`src/rtl/haar_inv_pkg.sv`:
```
package haar_inv_pkg;
    // merge phase: whether an odd sample is waiting to be emitted
    typedef enum logic {
        PH_FREE    = 1'b0,
        PH_PENDING = 1'b1
    } merge_phase_e;
endpackage

```
`src/rtl/haar_inv_update.sv`:
```
// Undo of the update step: even = coarse - (detail >>> 1)
module haar_inv_update #(
    parameter int SW = 16
) (
    input  logic [SW-1:0] coarse,
    input  logic [SW:0]   detail,
    output logic [SW+1:0] even_ext
);
    localparam int EW = SW + 2;

    logic signed [EW-1:0] c_ext;
    logic signed [EW-1:0] d_ext;
    logic signed [EW-1:0] d_half;

    always_comb begin
        c_ext    = {{2{coarse[SW-1]}}, coarse};
        d_ext    = {detail[SW], detail};
        d_half   = d_ext >>> 1;
        even_ext = c_ext - d_half;
    end
endmodule

```
`src/rtl/haar_inv_predict.sv`:
```
// Undo of the predict step: odd = detail + even
module haar_inv_predict #(
    parameter int SW = 16
) (
    input  logic [SW:0]   detail,
    input  logic [SW+1:0] even_ext,
    output logic [SW+1:0] odd_ext
);
    localparam int EW = SW + 2;

    logic [EW-1:0] d_ext;

    always_comb begin
        d_ext   = {detail[SW], detail};
        odd_ext = d_ext + even_ext;
    end
endmodule

```
`src/rtl/haar_inv_merge.sv`:
```
// Interleaves recovered even/odd samples into one stream
module haar_inv_merge
    import haar_inv_pkg::*;
#(
    parameter int SW = 16
) (
    input  logic          clk,
    input  logic          rst_n,
    input  logic          en,
    input  logic          take,
    input  logic [SW-1:0] even_in,
    input  logic [SW-1:0] odd_in,
    output logic          busy,
    output logic          out_valid,
    output logic          out_odd,
    output logic [SW-1:0] out_sample
);
    typedef struct packed {
        logic          vld;
        logic          odd;
        logic [SW-1:0] smp;
        logic [SW-1:0] hold;
        merge_phase_e  ph;
    } merge_st_t;

    merge_st_t st_d;
    merge_st_t st_q;

    always_comb begin
        st_d     = st_q;
        st_d.vld = 1'b0;
        if (en) begin
            if (st_q.ph == PH_PENDING) begin
                st_d.vld = 1'b1;
                st_d.odd = 1'b1;
                st_d.smp = st_q.hold;
                st_d.ph  = PH_FREE;
            end else if (take) begin
                st_d.vld  = 1'b1;
                st_d.odd  = 1'b0;
                st_d.smp  = even_in;
                st_d.hold = odd_in;
                st_d.ph   = PH_PENDING;
            end
        end
    end

    always_ff @(posedge clk or negedge rst_n) begin
        if (!rst_n) begin
            st_q <= '{vld: 1'b0, odd: 1'b0, smp: '0, hold: '0, ph: PH_FREE};
        end else begin
            st_q <= st_d;
        end
    end

    assign busy       = (st_q.ph == PH_PENDING);
    assign out_valid  = st_q.vld;
    assign out_odd    = st_q.odd;
    assign out_sample = st_q.smp;
endmodule

```
`src/rtl/haar_lift_inv.sv`:
```
module haar_lift_inv #(
    parameter int SW = 16
) (
    input  logic          clk,
    input  logic          rst_n,
    input  logic          en,
    input  logic          pair_valid,
    output logic          in_ready,
    input  logic [SW-1:0] coarse,
    input  logic [SW:0]   detail,
    output logic          out_valid,
    output logic          out_odd,
    output logic [SW-1:0] out_sample
);
    localparam int EW = SW + 2;

    logic [EW-1:0] even_ext;
    logic [EW-1:0] odd_ext;
    logic          busy;
    logic          take;

    haar_inv_update #(.SW(SW)) u_update (
        .coarse   (coarse),
        .detail   (detail),
        .even_ext (even_ext)
    );

    haar_inv_predict #(.SW(SW)) u_predict (
        .detail   (detail),
        .even_ext (even_ext),
        .odd_ext  (odd_ext)
    );

    assign in_ready = en & ~busy;
    assign take     = pair_valid & in_ready;

    haar_inv_merge #(.SW(SW)) u_merge (
        .clk        (clk),
        .rst_n      (rst_n),
        .en         (en),
        .take       (take),
        .even_in    (even_ext[SW-1:0]),
        .odd_in     (odd_ext[SW-1:0]),
        .busy       (busy),
        .out_valid  (out_valid),
        .out_odd    (out_odd),
        .out_sample (out_sample)
    );
endmodule

```
`config.mk`:
```
export PLATFORM = sky130hd
export DESIGN_NAME = haar_lift_inv
export DESIGN_NICKNAME = d
export VERILOG_FILES = /design/src/rtl/haar_inv_pkg.sv /design/src/rtl/haar_inv_update.sv /design/src/rtl/haar_inv_predict.sv /design/src/rtl/haar_inv_merge.sv /design/src/rtl/haar_lift_inv.sv
export SDC_FILE = /design/constraint.sdc
export NUM_CORES = 1
export LEC_CHECK = 0
export CAP_MARGIN = 40
export CORE_UTILIZATION = 57
export CTS_CLUSTER_SIZE = 30
export DETAILED_ROUTE_END_ITERATION = 10
export PLACE_DENSITY_LB_ADDON = 0.1
export SKIP_CTS_REPAIR_TIMING = 1
export SLEW_MARGIN = 20
export SYNTH_ARGS = -nofsm -noshare
export SYNTH_HDL_FRONTEND = slang
export SYNTH_SLANG_ARGS = --single-unit
```
`constraint.sdc`:
```
create_clock -name clk -period 3.63 [get_ports clk]
set_input_delay 0.5445 -clock clk [delete_from_list [all_inputs] [get_ports clk]]
set_output_delay 0.5445 -clock clk [all_outputs]
set_load 0.02 [all_outputs]
```
==> impl_metrics.tcl, run 1 <==
set metrics [dict create \
    gp_congestion 0.8898 \
    synth-adder-area-share_pct 15.34 \
    dpl_cell_area_mm2 0.003865 \
    ys_seq_area_share_pct 30.51 \
    ir_worst_vdd_mv 0.3028 \
    grt_pass1_vias 2549 \
    p_leak_nw 2.108 \
    wl_per_cell_um 17.73 \
    antenna_cells 0 \
    synth_top_cell_area_share_pct 30.51 \
    htree_levels 2 \
    worst_slack_ns -0.07493 \
    seqCellArea_um2 875.8 \
    clk_path_buf_depth 2 \
    critPathKind "in2reg" \
    start_util_pct 59.97 \
    grt_pass1_wl_mm 11.19 \
    ys.flop_type "dfrtp_1" \
    cts_made_buffers 5 \
    violations "negative setup slack" \
    multi_input_area_mm2 0.001957 \
    cts_root_buffer "clkbuf_8" \
    place_ws_ns -0.7072 \
    fp.dieH_um 72.96 \
    cts_tree "built" \
    p_seq_share_pct 28.8 \
    postSynth.asyncResetShare_pct 100.0 \
    port_buffers 55 \
    swShare_pct 38.18 \
    die_area_mm2 0.005323 \
    status "complete, but fails checks" \
    synth-simple-area-share_pct 11.33 \
    clk_pin_slew_worst_paths_ns 0.07 \
    grt_antenna_before_repair 0 \
    hp-class "reg2reg" \
    finalCritPeriodShare_pct 102.1 \
    synth_top_family_by_area "compound AO/OA/AOI/OAI gates" \
    viasPerCell 5.939 \
    mostFrequentLayoutCells "buf_4, clkdlybuf4s50_1, dfrtp_1, nand2_1, ha_1" \
    hold_viol 0 \
    route.detailed.drc 0 \
    nets 499 \
    synth.top_cells.by_area "dfrtp_1, ha_1, xnor2_1" \
    core_mm2 0.004786 \
    finalCriticalPeriod_ns 3.705 \
    dp_hpwl_mm 5.332 \
    p_comb_share_pct 57.8 \
    start_kind "input pin" \
    rsz0062_at_grt "true" \
    yosys.area.top_type "dfrtp_1" \
    syn_inst 315 \
    clock-sinks 35 \
    drtIter0Drc 293 \
    crit_required_ns 3.86 \
    grt_usage_pct 27.10 \
    yosysWarnings 0 \
    row_count 25 \
    switching_power_mw 0.8048 \
    final_core_util_pct 88.58 \
    slew_violations 0 \
    muxShareOfSynthArea_pct 0 \
    max_freq_mhz 269.9 \
    n_fill_cell 252 \
    area_growth_pct 47.69 \
    p_per_area_mw_per_mm2 497.3 \
    clockPowerShare_pct 13.3 \
    vias 2940 \
    synth_compound_area_share_pct 25.76 \
    layout_commonest_cell "buf_4" \
    clk_latency_ns 0.29 \
    relSlewSlack_pct 57.39 \
    synth.cell_area_mm2 0.002870 \
    routed_wl_mm 8.777 \
    endpoint_kind "register" \
    grt_start_max_net_pins 36 \
    die_x_um 72.96 \
    detail-route-antenna-nets 0 \
    yosysUniqueCellTypes 43 \
    firstDrtPassIters 5 \
    tightest_slew_ns 0.6378 \
    final_cell_area_mm2 0.004239 \
    synth_xor_area_share_pct 8.544 \
    drive_gt1_share_pct 28.04 \
    finalPower_mw 2.108 \
    synth_edf_count 0 \
    maxCapViolations 0 \
    setup_viol 3 \
    ys_seq_elements 35 \
    grt-ovfl-total 0 \
    p_int_mw 1.303 \
    cp.arrival_ns 3.94 \
    ios 56 \
    crit_fanout 3 \
    fin_skew_ns 0.003339 \
    synth_fp_nets 386 \
    avgSynthCellArea_um2 9.112 \
]
[state kept, by name (all words and copies together) (netlist names)]
register            cells
u_merge.out_odd         1
u_merge.out_valid       1
u_merge.busy            1
u_merge.out_sample     16
u_merge.st_q           16
[power by group through the flow]
stage               clock, mW  combinational (mW)  sequential [mW]
floorplan                   0               0.658            0.585
global placement            0                1.00            0.600
detailed placement          0                1.04            0.607
CTS                     0.281                1.05            0.601
global route            0.293                1.30            0.624
finish                  0.281                1.22            0.608
[worst max-delay path, cell delays in order]
cell and delay [ns]:
buf_8 0.10, inv_4 0.05, ha_4 0.12, inv_2 0.04, fa_2 0.37, a21o_1 0.20, a21oi_2 0.14, o21bai_1 0.11
a21oi_2 0.24, buf_4 0.16, o21ai_4 0.06, a21oi_2 0.20, xnor2_2 0.11, ha_1 0.32, nand2_1 0.07, nor4_2 0.30
buf_4 0.19, o311ai_4 0.12, buf_4 0.16, a211o_1 0.26, nand3_1 0.07
[kinds of logic after synthesis]
group                      after synthesis
xor gates and xnor gates                28
adders and majority gates               34
DFF                                     35
buffers and inverters                   49
AOI/OAI and AO/OA                      101
and+or+nand+nor                         68
[metrics by stage]
stage          hold WS (ns)  std cells  TNS [ns]
2_1_floorplan        0.2489        315         0
3_3_place_gp         0.4543        479    -2.796
3_5_place_dp         0.4659        479    -3.800
4_1_cts              0.4807        486    -1.691
5_1_grt              0.5321        495   -0.8090
6_report             0.4811        495   -0.1261
[synthesized netlist by cell type, drive strengths merged (8+ instances only)]
cell    instances
buf            16
clkbuf         10
a21oi          19
inv            23
o21bai          8
a22o           10
dfrtp          35
ha             32
nand2          32
a221o           8
nor2            8
a21o           13
and3           12
xor2           10
xnor2          18
o21ai          23
[worst paths after layout]
kind / slack (ns) / cells past startpoint / from / to
max: -0.07 / 21 / coarse[0] / u_merge.st_q[14]$_DFFE_PN0P_
min: 0.48 / 2 / u_merge.st_q[2]$_DFFE_PN0P_ / u_merge.st_q[2]$_DFFE_PN0P_
max reg2reg: 1.49 / 4 / u_merge.busy$_DFFE_PN0P_ / u_merge.st_q[4]$_DFFE_PN0P_
min reg2reg: 0.48 / 2 / u_merge.st_q[2]$_DFFE_PN0P_ / u_merge.st_q[2]$_DFFE_PN0P_
max in group asynchronous: 2.67 / 2 / rst_n / u_merge.out_odd$_DFFE_PN0P_
min in group asynchronous: 0.66 / 2 / rst_n / u_merge.out_sample[1]$_DFFE_PN0P_
[area by class of cell]
| class | count | area share, % |
|---|---|---|
| tap | 67 | 1.978 |
| multi-input combinational | 231 | 46.16 |
| clock inverter | 1 | 0.1181 |
| sequential | 35 | 20.66 |
| clock buffer | 6 | 1.948 |
| timing repair buffer | 132 | 27.04 |
| inverter | 23 | 2.096 |
[metal layers]
| metal | part of all wire (%) | GRT usage [%] |
|---|---|---|
| met5 | 0 | 0 |
| met1 | 41 | 35.21 |
| met4 | 2.7 | 8.715 |
| met3 | 5.6 | 3.039 |
| met2 | 50 | 47.14 |
Power figures use the tool's default switching activity.
==> run 2: changes to the inputs <==
Settings changed: CTS_CLUSTER_DIAMETER from default to 100, SKIP_CTS_REPAIR_TIMING 1 to default.
==> impl_metrics.tcl, run 2 (same netlist as run 1, synthesis figures left out) <==
set metrics [dict create \
    status "complete, but fails checks" \
    violations "negative setup slack" \
    critPathKind "in2reg" \
    finalCriticalPeriod_ns 3.765 \
    detail-route-antenna-nets 0 \
    slew_violations 0 \
    core_mm2 0.004786 \
    nets 516 \
    grt-ovfl-total 0 \
    cp.arrival_ns 3.94 \
    clk_latency_ns 0.30 \
    ios 56 \
    crit_fanout 3 \
    start_util_pct 59.97 \
    die_area_mm2 0.005323 \
    p_leak_nw 2.200 \
    row_count 25 \
    wl_per_cell_um 20.72 \
    p_per_area_mw_per_mm2 514.4 \
    p_int_mw 1.367 \
    clock-sinks 35 \
    cts_tree "built" \
    antenna_cells 0 \
    relSlewSlack_pct 58.28 \
    crit_required_ns 3.81 \
    layout_commonest_cell "buf_4" \
    cts_made_buffers 5 \
    max_freq_mhz 265.6 \
    finalCritPeriodShare_pct 103.7 \
    cts_root_buffer "clkbuf_8" \
    worst_slack_ns -0.1352 \
    ir_worst_vdd_mv 0.3107 \
    drive_gt1_share_pct 33.93 \
    rsz0062_at_grt "true" \
    firstDrtPassIters 5 \
    mostFrequentLayoutCells "buf_4, clkdlybuf4s50_1, dfrtp_1, nand2_1, ha_1" \
    clockPowerShare_pct 12.6 \
    tightest_slew_ns 0.6245 \
    placed_cells 479 \
    die_x_um 72.96 \
    clk_pin_slew_worst_paths_ns 0.07 \
    grt_usage_pct 32.74 \
    drtIter0Drc 335 \
    dp_hpwl_mm 5.332 \
    clk_path_buf_depth 2 \
    routed_wl_mm 10.61 \
    switching_power_mw 0.9012 \
    setup_viol 4 \
    vias 3245 \
    area_growth_pct 53.62 \
    start_kind "input pin" \
    grt_start_max_net_pins 36 \
    swShare_pct 39.73 \
    instances_no_fill 512 \
    port_buffers 55 \
    maxCapViolations 0 \
    htree_levels 2 \
    hp-class "reg2reg" \
    hold_viol 0 \
    fin_skew_ns 0.003929 \
    gp_congestion 0.8898 \
    grt_pass1_vias 2901 \
    grt_pass1_wl_mm 13.26 \
    grt_antenna_before_repair 0 \
    final_core_util_pct 92.13 \
    fp.dieH_um 72.96 \
    route.detailed.drc 0 \
    viasPerCell 6.338 \
    endpoint_kind "register" \
    p_comb_share_pct 60.5 \
    p_seq_share_pct 26.9 \
]
==> run 2: cell types whose count changed in the layout (fill, tap and decap cells not counted), moves of 3 or more <==
| cell | before | now |
|---|---|---|
| buf_4 | 76 | 91 |
| a21oi_2 | 6 | 10 |
| a21oi_1 | 11 | 8 |
| buf_6 | 0 | 3 |
| o21ai_1 | 5 | 2 |
==> run 2: power groups by stage <==
stage / combinational [mW] / sequential [mW] / clock [mW]
finish: 1.37 / 0.611 / 0.286
global route: 1.43 / 0.625 / 0.296
CTS: 1.13 / 0.601 / 0.281
detailed placement: 1.04 / 0.607 / 0
global placement: 1.00 / 0.600 / 0
floorplan: 0.658 / 0.585 / 0
==> run 2: path summary, 6_finish.rpt <==
check	start	to	slack, ns	cells after the start
max	coarse[0]	u_merge.st_q[16]$_DFFE_PN0P_	-0.14	20
min	u_merge.st_q[15]$_DFFE_PN0P_	u_merge.st_q[15]$_DFFE_PN0P_	0.48	2
max reg2reg	u_merge.busy$_DFFE_PN0P_	u_merge.st_q[4]$_DFFE_PN0P_	1.47	4
min reg2reg	u_merge.st_q[15]$_DFFE_PN0P_	u_merge.st_q[15]$_DFFE_PN0P_	0.48	2
max in group asynchronous	rst_n	u_merge.out_sample[14]$_DFFE_PN0P_	2.66	2
min in group asynchronous	rst_n	u_merge.st_q[2]$_DFFE_PN0P_	0.66	2
==> run 2: final cells by class <==
cell class / count / area, um2
multi-input cells: 231 / 2008
repair buffers: 149 / 1265
flip-flops and latches: 35 / 875.8
fillers: 183 / 376.6
inverters: 23 / 88.84
well taps: 67 / 83.83
clock buffers: 6 / 82.58
clock inverters: 1 / 5.005
==> run 2: repair_timing <==
action	CTS	global route
buffers inserted	14	12
hold buffers	0	0
pin swaps	32	34
resized for setup	28	37
setup endpoints to repair	6	8
hold endpoints to repair	0	0
==> run 2: per-layer routing <==
metal / global-route usage, % / share of wire (%) / vias to the layer above
met1: 38.02 / 39 / 1531
met2: 57.22 / 48 / 273
met4: 19.17 / 5.6 / 0
met3: 4.972 / 7.9 / 67
li1: - / - / 1374
met5: 0 / 0 / -
==> run 2: through the flow <==
step                power (mW)  worst slack (ns)  TNS, ns  cell area [um2]  hold slack [ns]
finish                   2.268           -0.1352  -0.3545             4409           0.4849
global route             2.353           -0.2364  -0.9202             4409           0.5191
CTS                      2.014           0.02052        0             4158           0.4807
detailed placement       1.646           -0.7072   -3.800             3865           0.4659
global placement         1.605           -0.5360   -2.796             3865           0.4543
floorplan                1.242         0.0003033        0             2878           0.2489
==> run 2: critical path: stages <==
cell and delay [ns]:
buf_6 0.09, inv_4 0.05, ha_4 0.13, inv_2 0.04, fa_2 0.34, a21o_1 0.19, a21oi_2 0.17, o21bai_1 0.10
a21oi_2 0.25, buf_4 0.18, o21bai_4 0.06, a21oi_2 0.19, xnor2_2 0.11, ha_1 0.36, a21o_1 0.20, and3_4 0.17
o311ai_4 0.34, o21ai_2 0.11, xnor2_2 0.21, o21ai_2 0.11
==> run 3: changes to the inputs <==
Settings changed: CTS_CLUSTER_SIZE 30 to default.
==> results of run 3 <==
Final layout, timing and power as in run 2 (identical DEF).
